<file path="config.mk">
export PLATFORM = sky130hd
export DESIGN_NAME = sup_reset_ctrl
export DESIGN_NICKNAME = d
export VERILOG_FILES = /design/src/rtl/sup_pkg.sv /design/src/rtl/sup_tick_gen.sv /design/src/rtl/sup_kick_det.sv /design/src/rtl/sup_wdog.sv /design/src/rtl/sup_reset_ctrl.sv
export SDC_FILE = /design/constraint.sdc
export NUM_CORES = 1
export LEC_CHECK = 0
export ABC_AREA = 1
export BUFFER_PORTS_ARGS = -buffer_cell sky130_fd_sc_hd__buf_2
export CORE_ASPECT_RATIO = 1.25
export CORE_MARGIN = 5
export CORE_UTILIZATION = 38
export CTS_CLUSTER_DIAMETER = 200
export CTS_CLUSTER_SIZE = 24
export DETAILED_ROUTE_END_ITERATION = 10
export GPL_TIMING_DRIVEN = 1
export PLACE_DENSITY = 0.64
export SLEW_MARGIN = 20
export SYNTH_ARGS = -nofsm -noshare
export SYNTH_HDL_FRONTEND = slang
export SYNTH_HIERARCHICAL = 1
export SYNTH_SLANG_ARGS = --single-unit
</file>
<file path="constraint.sdc">
create_clock -name clk -period 1.34 [get_ports clk]
set_input_delay 0.067 -clock clk [delete_from_list [all_inputs] [get_ports clk]]
set_output_delay 0.067 -clock clk [all_outputs]
set_load 0.02 [all_outputs]
</file>
<file path="src/rtl/sup_pkg.sv">
package sup_pkg;
    typedef enum logic [1:0] {
        SQ_HOLD  = 2'd0,
        SQ_DELAY = 2'd1,
        SQ_RUN   = 2'd2,
        SQ_PULSE = 2'd3
    } seq_state_e;

    function automatic int unsigned umax(input int unsigned a, input int unsigned b);
        return (a > b) ? a : b;
    endfunction
endpackage

</file>
<file path="src/rtl/sup_tick_gen.sv">
module sup_tick_gen #(
    parameter int unsigned CYC_PER_TICK = 50000
) (
    input  logic clk,
    input  logic rst_n,
    output logic tick
);
    localparam int unsigned CW = (CYC_PER_TICK > 1) ? $clog2(CYC_PER_TICK) : 1;

    typedef struct packed {
        logic [CW-1:0] cnt;
        logic          tick;
    } tg_t;

    tg_t d, q;

    always_comb begin
        d      = q;
        d.tick = 1'b0;
        if (q.cnt >= CW'(CYC_PER_TICK - 1)) begin
            d.cnt  = '0;
            d.tick = 1'b1;
        end else begin
            d.cnt = q.cnt + 1'b1;
        end
    end

    always_ff @(posedge clk or negedge rst_n) begin
        if (!rst_n) q <= '0;
        else        q <= d;
    end

    assign tick = q.tick;


    tick_phase_chk: assert property (@(posedge clk) disable iff (!rst_n)
        q.tick |-> (q.cnt == '0));
endmodule

</file>
<file path="src/rtl/sup_kick_det.sv">
module sup_kick_det (
    input  logic clk,
    input  logic rst_n,
    input  logic scl,
    input  logic sda,
    input  logic abort,
    output logic kick
);
    typedef struct packed {
        logic scl_p;
        logic sda_p;
        logic armed;
        logic low_seen;
        logic kick;
    } kd_t;

    localparam kd_t KD_RST = '{scl_p: 1'b1, sda_p: 1'b1, armed: 1'b0, low_seen: 1'b0, kick: 1'b0};

    kd_t d, q;
    logic start_c, stop_c;

    always_comb begin
        start_c = q.scl_p & scl & q.sda_p & ~sda;
        stop_c  = q.scl_p & scl & ~q.sda_p & sda;
        d       = q;
        d.scl_p = scl;
        d.sda_p = sda;
        d.kick  = 1'b0;
        if (abort) begin
            d.armed    = 1'b0;
            d.low_seen = 1'b0;
        end else if (start_c) begin
            d.armed    = 1'b1;
            d.low_seen = 1'b0;
        end else if (stop_c) begin
            d.kick     = q.armed & q.low_seen;
            d.armed    = 1'b0;
            d.low_seen = 1'b0;
        end else if (q.armed && !scl) begin
            d.low_seen = 1'b1;
        end
    end

    always_ff @(posedge clk or negedge rst_n) begin
        if (!rst_n) q <= KD_RST;
        else        q <= d;
    end

    assign kick = q.kick;


    kick_needs_toggle_chk: assert property (@(posedge clk) disable iff (!rst_n)
        q.kick |-> ($past(q.armed) && $past(q.low_seen)));
endmodule

</file>
<file path="src/rtl/sup_wdog.sv">
module sup_wdog #(
    parameter int unsigned WD_LONG_MS  = 1400,
    parameter int unsigned WD_MID_MS   = 600,
    parameter int unsigned WD_SHORT_MS = 200
) (
    input  logic       clk,
    input  logic       rst_n,
    input  logic       tick,
    input  logic       kick,
    input  logic       run,
    input  logic [1:0] sel,
    output logic       expire
);
    import sup_pkg::*;

    localparam int unsigned WMAX = umax(WD_LONG_MS, umax(WD_MID_MS, WD_SHORT_MS));
    localparam int unsigned WW   = $clog2(WMAX + 1);

    typedef struct packed {
        logic [WW-1:0] cnt;
        logic          exp;
    } wd_t;

    wd_t d, q;
    logic [WW-1:0] limit;
    logic          enabled;

    always_comb begin
        case (sel)
            2'b00:   limit = WW'(WD_LONG_MS);
            2'b01:   limit = WW'(WD_MID_MS);
            default: limit = WW'(WD_SHORT_MS);
        endcase
        enabled = (sel != 2'b11);
        d       = q;
        d.exp   = 1'b0;
        if (!run || kick || !enabled) begin
            d.cnt = '0;
        end else if (tick) begin
            if (q.cnt >= limit - 1'b1) begin
                d.cnt = '0;
                d.exp = 1'b1;
            end else begin
                d.cnt = q.cnt + 1'b1;
            end
        end
    end

    always_ff @(posedge clk or negedge rst_n) begin
        if (!rst_n) q <= '0;
        else        q <= d;
    end

    assign expire = q.exp;


    wd_off_code_chk: assert property (@(posedge clk) disable iff (!rst_n)
        q.exp |-> ($past(sel) != 2'b11));


    wd_fresh_chk: assert property (@(posedge clk) disable iff (!rst_n)
        ($past(kick) || !$past(run)) |-> (q.cnt == '0));
endmodule

</file>
<file path="src/rtl/sup_reset_ctrl.sv">
module sup_reset_ctrl #(
    parameter int unsigned CYC_PER_TICK   = 50000,
    parameter int unsigned REL_MS         = 200,
    parameter int unsigned PULSE_MS       = 250,
    parameter int unsigned WD_LONG_MS     = 1400,
    parameter int unsigned WD_MID_MS      = 600,
    parameter int unsigned WD_SHORT_MS    = 200,
    parameter bit          RST_ACTIVE_LOW = 1'b1
) (
    input  logic       clk,
    input  logic       rst_n,
    input  logic       supply_ok,
    input  logic [1:0] wd_sel,
    input  logic       scl,
    input  logic       sda,
    input  logic       nv_busy,
    output logic       rst_out,
    output logic       bus_inhibit,
    output logic       nv_permit
);
    import sup_pkg::*;

    localparam int unsigned SMAX = umax(REL_MS, PULSE_MS);
    localparam int unsigned SCW  = $clog2(SMAX + 1);

    typedef struct packed {
        seq_state_e     st;
        logic [SCW-1:0] cnt;
        logic           grace;
    } sq_t;

    sq_t  d, q;
    logic tick, kick, expire, rst_active, wd_run;

    sup_tick_gen #(.CYC_PER_TICK(CYC_PER_TICK)) u_tick (
        .clk(clk), .rst_n(rst_n), .tick(tick)
    );

    sup_kick_det u_kick (
        .clk(clk), .rst_n(rst_n), .scl(scl), .sda(sda),
        .abort(rst_active), .kick(kick)
    );

    sup_wdog #(
        .WD_LONG_MS(WD_LONG_MS), .WD_MID_MS(WD_MID_MS), .WD_SHORT_MS(WD_SHORT_MS)
    ) u_wdog (
        .clk(clk), .rst_n(rst_n), .tick(tick), .kick(kick),
        .run(wd_run), .sel(wd_sel), .expire(expire)
    );

    assign rst_active  = (q.st != SQ_RUN) | ~supply_ok;
    assign wd_run      = (q.st == SQ_RUN) & supply_ok;
    assign bus_inhibit = rst_active;
    assign nv_permit   = ~rst_active | q.grace;
    assign rst_out     = RST_ACTIVE_LOW ? ~rst_active : rst_active;

    always_comb begin
        d = q;
        if (!rst_active) d.grace = nv_busy;
        else             d.grace = q.grace & nv_busy;

        case (q.st)
            SQ_HOLD: begin
                d.cnt = '0;
                if (supply_ok) d.st = SQ_DELAY;
            end
            SQ_DELAY: begin
                if (tick) begin
                    if (q.cnt == SCW'(REL_MS - 1)) begin
                        d.st  = SQ_RUN;
                        d.cnt = '0;
                    end else begin
                        d.cnt = q.cnt + 1'b1;
                    end
                end
            end
            SQ_RUN: begin
                d.cnt = '0;
                if (expire) d.st = SQ_PULSE;
            end
            default: begin
                if (tick) begin
                    if (q.cnt == SCW'(PULSE_MS - 1)) begin
                        d.st  = SQ_RUN;
                        d.cnt = '0;
                    end else begin
                        d.cnt = q.cnt + 1'b1;
                    end
                end
            end
        endcase

        if (!supply_ok) begin
            d.st  = SQ_HOLD;
            d.cnt = '0;
        end
    end

    always_ff @(posedge clk or negedge rst_n) begin
        if (!rst_n) q <= '{st: SQ_HOLD, cnt: '0, grace: 1'b0};
        else        q <= d;
    end


    supply_low_hold_chk: assert property (@(posedge clk) disable iff (!rst_n)
        !$past(supply_ok) |-> (q.st == SQ_HOLD));


    release_after_delay_chk: assert property (@(posedge clk) disable iff (!rst_n)
        ($past(q.st) == SQ_DELAY && q.st == SQ_RUN) |->
            ($past(q.cnt) == SCW'(REL_MS - 1) && $past(tick)));


    pulse_from_run_chk: assert property (@(posedge clk) disable iff (!rst_n)
        (q.st == SQ_PULSE) |-> ($past(q.st) == SQ_RUN || $past(q.st) == SQ_PULSE));


    nv_grace_origin_chk: assert property (@(posedge clk) disable iff (!rst_n)
        $rose(q.grace) |-> $past(nv_busy));
endmodule

</file>
* Yosys cells after proc, flatten, opt, wreduce, memory -nomap -nowiden
Cells that the tools add are included.
** Word-level totals
- Register bits after elaboration :: 45
- Input port bits :: 8
- Output and inout bits :: 3
- Logic and storage cells :: 83
** Operators by class
- $add $sub $neg :: 4
- $lt $le $gt $ge :: 2
- Equality and inequality tests :: 12
- Multiplexer cells :: 26
- Bitwise logic cells :: 14
- Reduce and logical (&&, ||, !) cells :: 13
** Operators by type and width (number)
- 10-bit two-way mux :: 3
- 10-bit case mux with 3 select lines :: 1
- 11-bit two-way mux :: 2
- 11-bit case mux with 2 select lines :: 1
- 16-bit by 1-bit adder with 16-bit output, second input constant :: 1
- 8-bit equality test, second input constant :: 2
- 16-bit greater-or-equal comparator, second input constant :: 1
- 16-bit two-way mux :: 1
- 8-bit two-way mux :: 2
- 12-bit two-way mux :: 1
- 11-bit by 1-bit adder with 11-bit output, second input constant :: 1
- 11-bit greater-or-equal comparator :: 1
- 11-bit by 1-bit subtractor with 11-bit output, second input constant :: 1
- 1-bit two-way mux :: 10
- 2-bit two-way mux :: 5
- 8-bit by 1-bit adder with 8-bit output, second input constant :: 1
- 1-bit bitwise AND :: 8
- 3-bit by 2-bit inequality test with 1-bit output, second input constant :: 2
- 5-bit by 1-bit inequality test with 1-bit output, second input constant :: 1
- 5-bit AND reduction :: 1
- 2-bit by 1-bit equality test with 1-bit output, second input constant :: 2
- 2-bit logical NOT :: 2
- 2-bit inequality test, second input constant :: 2
- 4-bit by 1-bit inequality test with 1-bit output, second input constant :: 1
- other kinds (11) :: 18

* Longest topological paths before layout
- Depth in word-level cells :: 7
- Mapped depth :: 11
- Mapped depth without buffers :: 11

* Cells and area by module
Netlist, hierarchy kept.
** By module, submodules not included
- sup_tick_gen :: times used 1, cells an instance 122, area an instance 943.4 um^2, seq. area each 425.4 um^2
- sup_wdog :: times used 1, cells an instance 126, area an instance 927.1 um^2, seq. area each 300.3 um^2
- sup_reset_ctrl :: times used 1, cells an instance 98, area an instance 701.9 um^2, seq. area each 275.3 um^2
- sup_kick_det :: times used 1, cells an instance 21, area an instance 206.4 um^2, seq. area each 127.6 um^2

* Worst setup path after synthesis
OpenSTA, ideal clock, no wires.
- Path kind :: reg2reg
- From :: reg, netlist name q[9]
- To :: reg u_wdog/q[11] in the netlist's numbering
- Setup time :: 0.078 ns
- Data arrival time :: 1.700 ns
- Data required time :: 1.262 ns
- Path slack :: -0.438 ns
- Cell stages (with the launch flop) :: 10
- Buffers on the path :: 0
- Clock period less this slack :: 1.778 ns
- Path through :: dfrtp_1 -> inv_1 -> nand3_1 -> inv_1 -> inv_1 -> nor2_1 -> nand2_1 -> nor2_2 -> nand3_4 -> o21bai_1
** RTL lines
- end signal: assignment :: line sup_wdog.sv:50 : if (!rst_n) q <= '0;
- end signal: assignment :: line sup_wdog.sv:51 : else q <= d;
- end: declaration :: line sup_wdog.sv:24 : wd_t d, q;

* Worst setup path in the final report
- From :: reg u_wdog/q[9] in the netlist's numbering
- To :: reg u_wdog/q[6] in the netlist's numbering
** Between the ends
- Word-level cells in the longest chain between the ends :: 4
** Ends and longest elaborated chain
- 11-bit greater-or-equal comparator :: line sup_wdog.sv:40 : if (q.cnt >= limit - 1'b1) begin
- 11-bit two-way mux :: line sup_wdog.sv:40
- 12-bit two-way mux :: line sup_wdog.sv:39 : end else if (tick) begin
- 11-bit two-way mux :: line sup_wdog.sv:37 : if (!run || kick || !enabled) begin
Every way passes these cells. The select of a mux whose other input is x is not followed.
A chain may end at the register's enable or synchronous reset.

==> flow_summary.json <==
{
  "synth_cells": 367,
  "antenna_found_initial": 0,
  "clk_latency_ps": 300,
  "ys_warn_count": 6,
  "multiInputGateArea_sq_um": 1750,
  "r2r_slack_ps": -120,
  "stdcell_count": 523,
  "synth_mux_area_frac": 0,
  "p_per_area_nw_per_um2": 893,
  "fin_ws_ps": -119,
  "routed_wl_um": 6460,
  "cts_buffers": 5,
  "core-area_sq_um": 7060,
  "r2r_start": "u_wdog/q[9]",
  "clock_sinks": 45,
  "arrival_ps": 1690,
  "use_met3": 0.0297,
  "fmax_ghz": 0.686,
  "synth_compound_area_frac": 0.0680,
  "crit_type": "flop to flop",
  "grt.busiest_layer": "met2",
  "area_delta_synth_final_pct": 35.2,
  "std_cell_rows": 34,
  "worst_pin_slew_ps": 322,
  "clock_path_buffers": 2,
  "hp-start": "supply_ok",
  "vdd_ir_drop_max_v": 0.000743,
  "post-route-util": 0.532,
  "synthDistinctLibCells": 31,
  "relSlewSlack": 0.784,
  "synth-simple-area-share": 0.358,
  "min_path_cells": 3,
  "hold_viol_final": 0,
  "clockRootBuffer": "clkbuf_8",
  "setup_viol_count_final": 17,
  "hp-class": "primary input to flop",
  "drv_slew": 0,
  "synth_nets": 385,
  "cp_max_fo": 4,
  "die_x_um": 86.5,
  "grt_remaining_overflow": 0,
  "wl_per_cell_um": 12.3,
  "whs_endpoint": "q[10]",
  "grt_max_degree": 46,
  "drc": 0,
  "cp-end-kind": "flop",
  "drive_gt1_frac": 0.356,
  "final_nets": 450,
  "grt_pass1_wl_um": 10500,
  "pin_count": 11,
  "timing.final.crit_share": 1.09,
  "skew_ps": 4.11,
  "fill_cells": 651,
  "gr-usage-met2": 0.238,
  "avgSynthCellArea_sq_um": 7.57,
  "ys_seq_area_frac": 0.406,
  "cts_tree": "built",
  "gp_congestion": 0.847,
  "worst_r2r_endpoint": "u_wdog/q[6]",
  "drtIter0Drc": 80,
  "yosys.area.top_type": "dfrtp_1",
  "first_global_vias": 2343,
  "viasPerCell": 4.77,
  "port_buffers": 10,
  "rsz0062_at_grt": "true",
  "use_met1": 0.181,
  "tns_ps": -1370,
  "detail-route-antenna-nets": 0,
  "power_uw": 3360,
  "start_util": 0.394,
  "regArea_sq_um": 1130,
  "dieArea_sq_um": 9130,
  "firstDrtPassIters": 5,
  "dp.cells": 493,
  "synth_area_sq_um": 2780,
  "globalRouteTotalUtil": 0.141,
  "vias": 2495,
  "clk_pin_slew_ps": 90,
  "dp_hpwl_um": 4110,
  "violations": "setup timing",
  "drv_cap": 0,
  "synthXorXnorAreaFrac": 0.0378,
  "ys_ff_latch": 45,
  "synth_top_family_by_area": "simple AND/OR/NAND/NOR gates",
  "final.min_clock_period_ps": 1460,
  "synth-adder-area-share": 0.0450,
  "r2r_cells": 5,
  "setup.worst_path.start_class": "flop",
  "antenna_cells": 0,
  "cellLeakagePower_uw": 0.00178,
  "cp.required_ps": 1570,
  "yosysTopAreaCellShare": 0.387,
  "holdWs_ps": 93.5,
  "status": "finished with violations",
  "htree_levels": 2,
  "die_h_um": 106,
  "synth_area_leaders": "dfrtp_1 39%, nand2_1 12%, nor2_1 8.0%"
}
[layout by cell type, fill, tap and decap left out, types with 8 or more instances in the layout]
cell	synthesis	layout
buf_2	0	9
buf_4	0	35
dfrtp_1	43	42
inv_1	54	51
nand2_1	91	76
nand2_2	12	22
nand3_1	22	13
nand3_2	5	11
nand4_1	10	10
nor2_1	59	47
nor2_2	2	12
xor2_1	8	8
[worst max path at each step]
stage | from | to | slack, ps | cells past startpoint
floorplan | q[9] | u_wdog/q[1] | -80 | 9
global placement | wd_sel[1] | u_wdog/q[1] | -240 | 10
detailed placement | wd_sel[1] | u_wdog/q[1] | -290 | 10
CTS | u_wdog/q[11] | u_wdog/q[4] | -160 | 8
global route | u_wdog/q[11] | u_wdog/q[9] | -220 | 8
finish | u_wdog/q[9] | u_wdog/q[6] | -120 | 5
[final cells by class]
type / instances / area share
clock buffer: 6 / 0.0220
timing repair buffer: 56 / 0.121
tap: 90 / 0.0300
multi-input combinational: 267 / 0.465
inverter: 57 / 0.0579
sequential: 45 / 0.301
clock inverter: 2 / 0.00366
[timing repair]
item	4_1_cts	5_1_grt
gates cloned	1	2
setup endpoints to repair	33	39
setup buffers	6	9
endpoints found under the hold margin	48	0
hold buffers	4	0
pin swaps	12	33
gates resized for setup	9	61
[power breakdown]
part           switching (uW)  internal, uW  total, uW  leakage (uW)
registers                57.1          1420       1480      0.000601
clock network             490           419        909     0.0000512
logic                     550           419        969       0.00113
total                    1100          2260       3360       0.00178
[logic make-up after synthesis]
| group | Yosys count |
|---|---|
| AND/OR/NAND/NOR | 215 |
| buffers and inverters | 58 |
| flip-flops | 45 |
| AO/OA/AOI/OAI | 27 |
| XOR/XNOR | 12 |
| adder cells (fa/ha/maj) | 10 |
[metrics by stage]
stage | area, sq um | worst slack (ps)
after detailed placement | 3170 | -287
final | 3760 | -119
after CTS | 3410 | -157
after floorplan | 2810 | -84.2
after global placement | 3170 | -236
after global routing | 3760 | -217
[cell usage after synthesis, drive strengths merged]
| cell | instances |
|---|---|
| nor3 | 5 |
| nand2 | 105 |
| a21o | 2 |
| dfrtp | 43 |
| o21ai | 5 |
| xor2 | 8 |
| a21boi | 2 |
| xnor2 | 4 |
| clkinv | 1 |
| o211ai | 1 |
| ha | 10 |
| dfstp | 2 |
| buf | 1 |
| inv | 56 |
| a21oi | 8 |
| nand3 | 28 |
| or2 | 2 |
| nor2 | 65 |
| nand4 | 10 |
| o21bai | 9 |
[per-layer routing]
layer | up-vias | share of wire
met3 | 9 | 0.020
met2 | 27 | 0.55
met4 | 0 | 0.011
met5 | - | 0
li1 | 1276 | -
met1 | 1183 | 0.42
[worst max-delay path, cell delays in order, from the launching register on]
cell,delay [ps]
dfrtp_1,420
ha_4,230
a21o_1,200
a21oi_4,240
nand3_4,150
o21bai_1,150
[sequential cells by signal (all words and copies together), names as in the netlist]
register / count
q: 11
u_kick/kick: 1
u_kick/q: 4
u_tick/q: 16
u_tick/tick: 1
u_wdog/expire: 1
u_wdog/q: 11
Power figures use the tool's default switching activity.
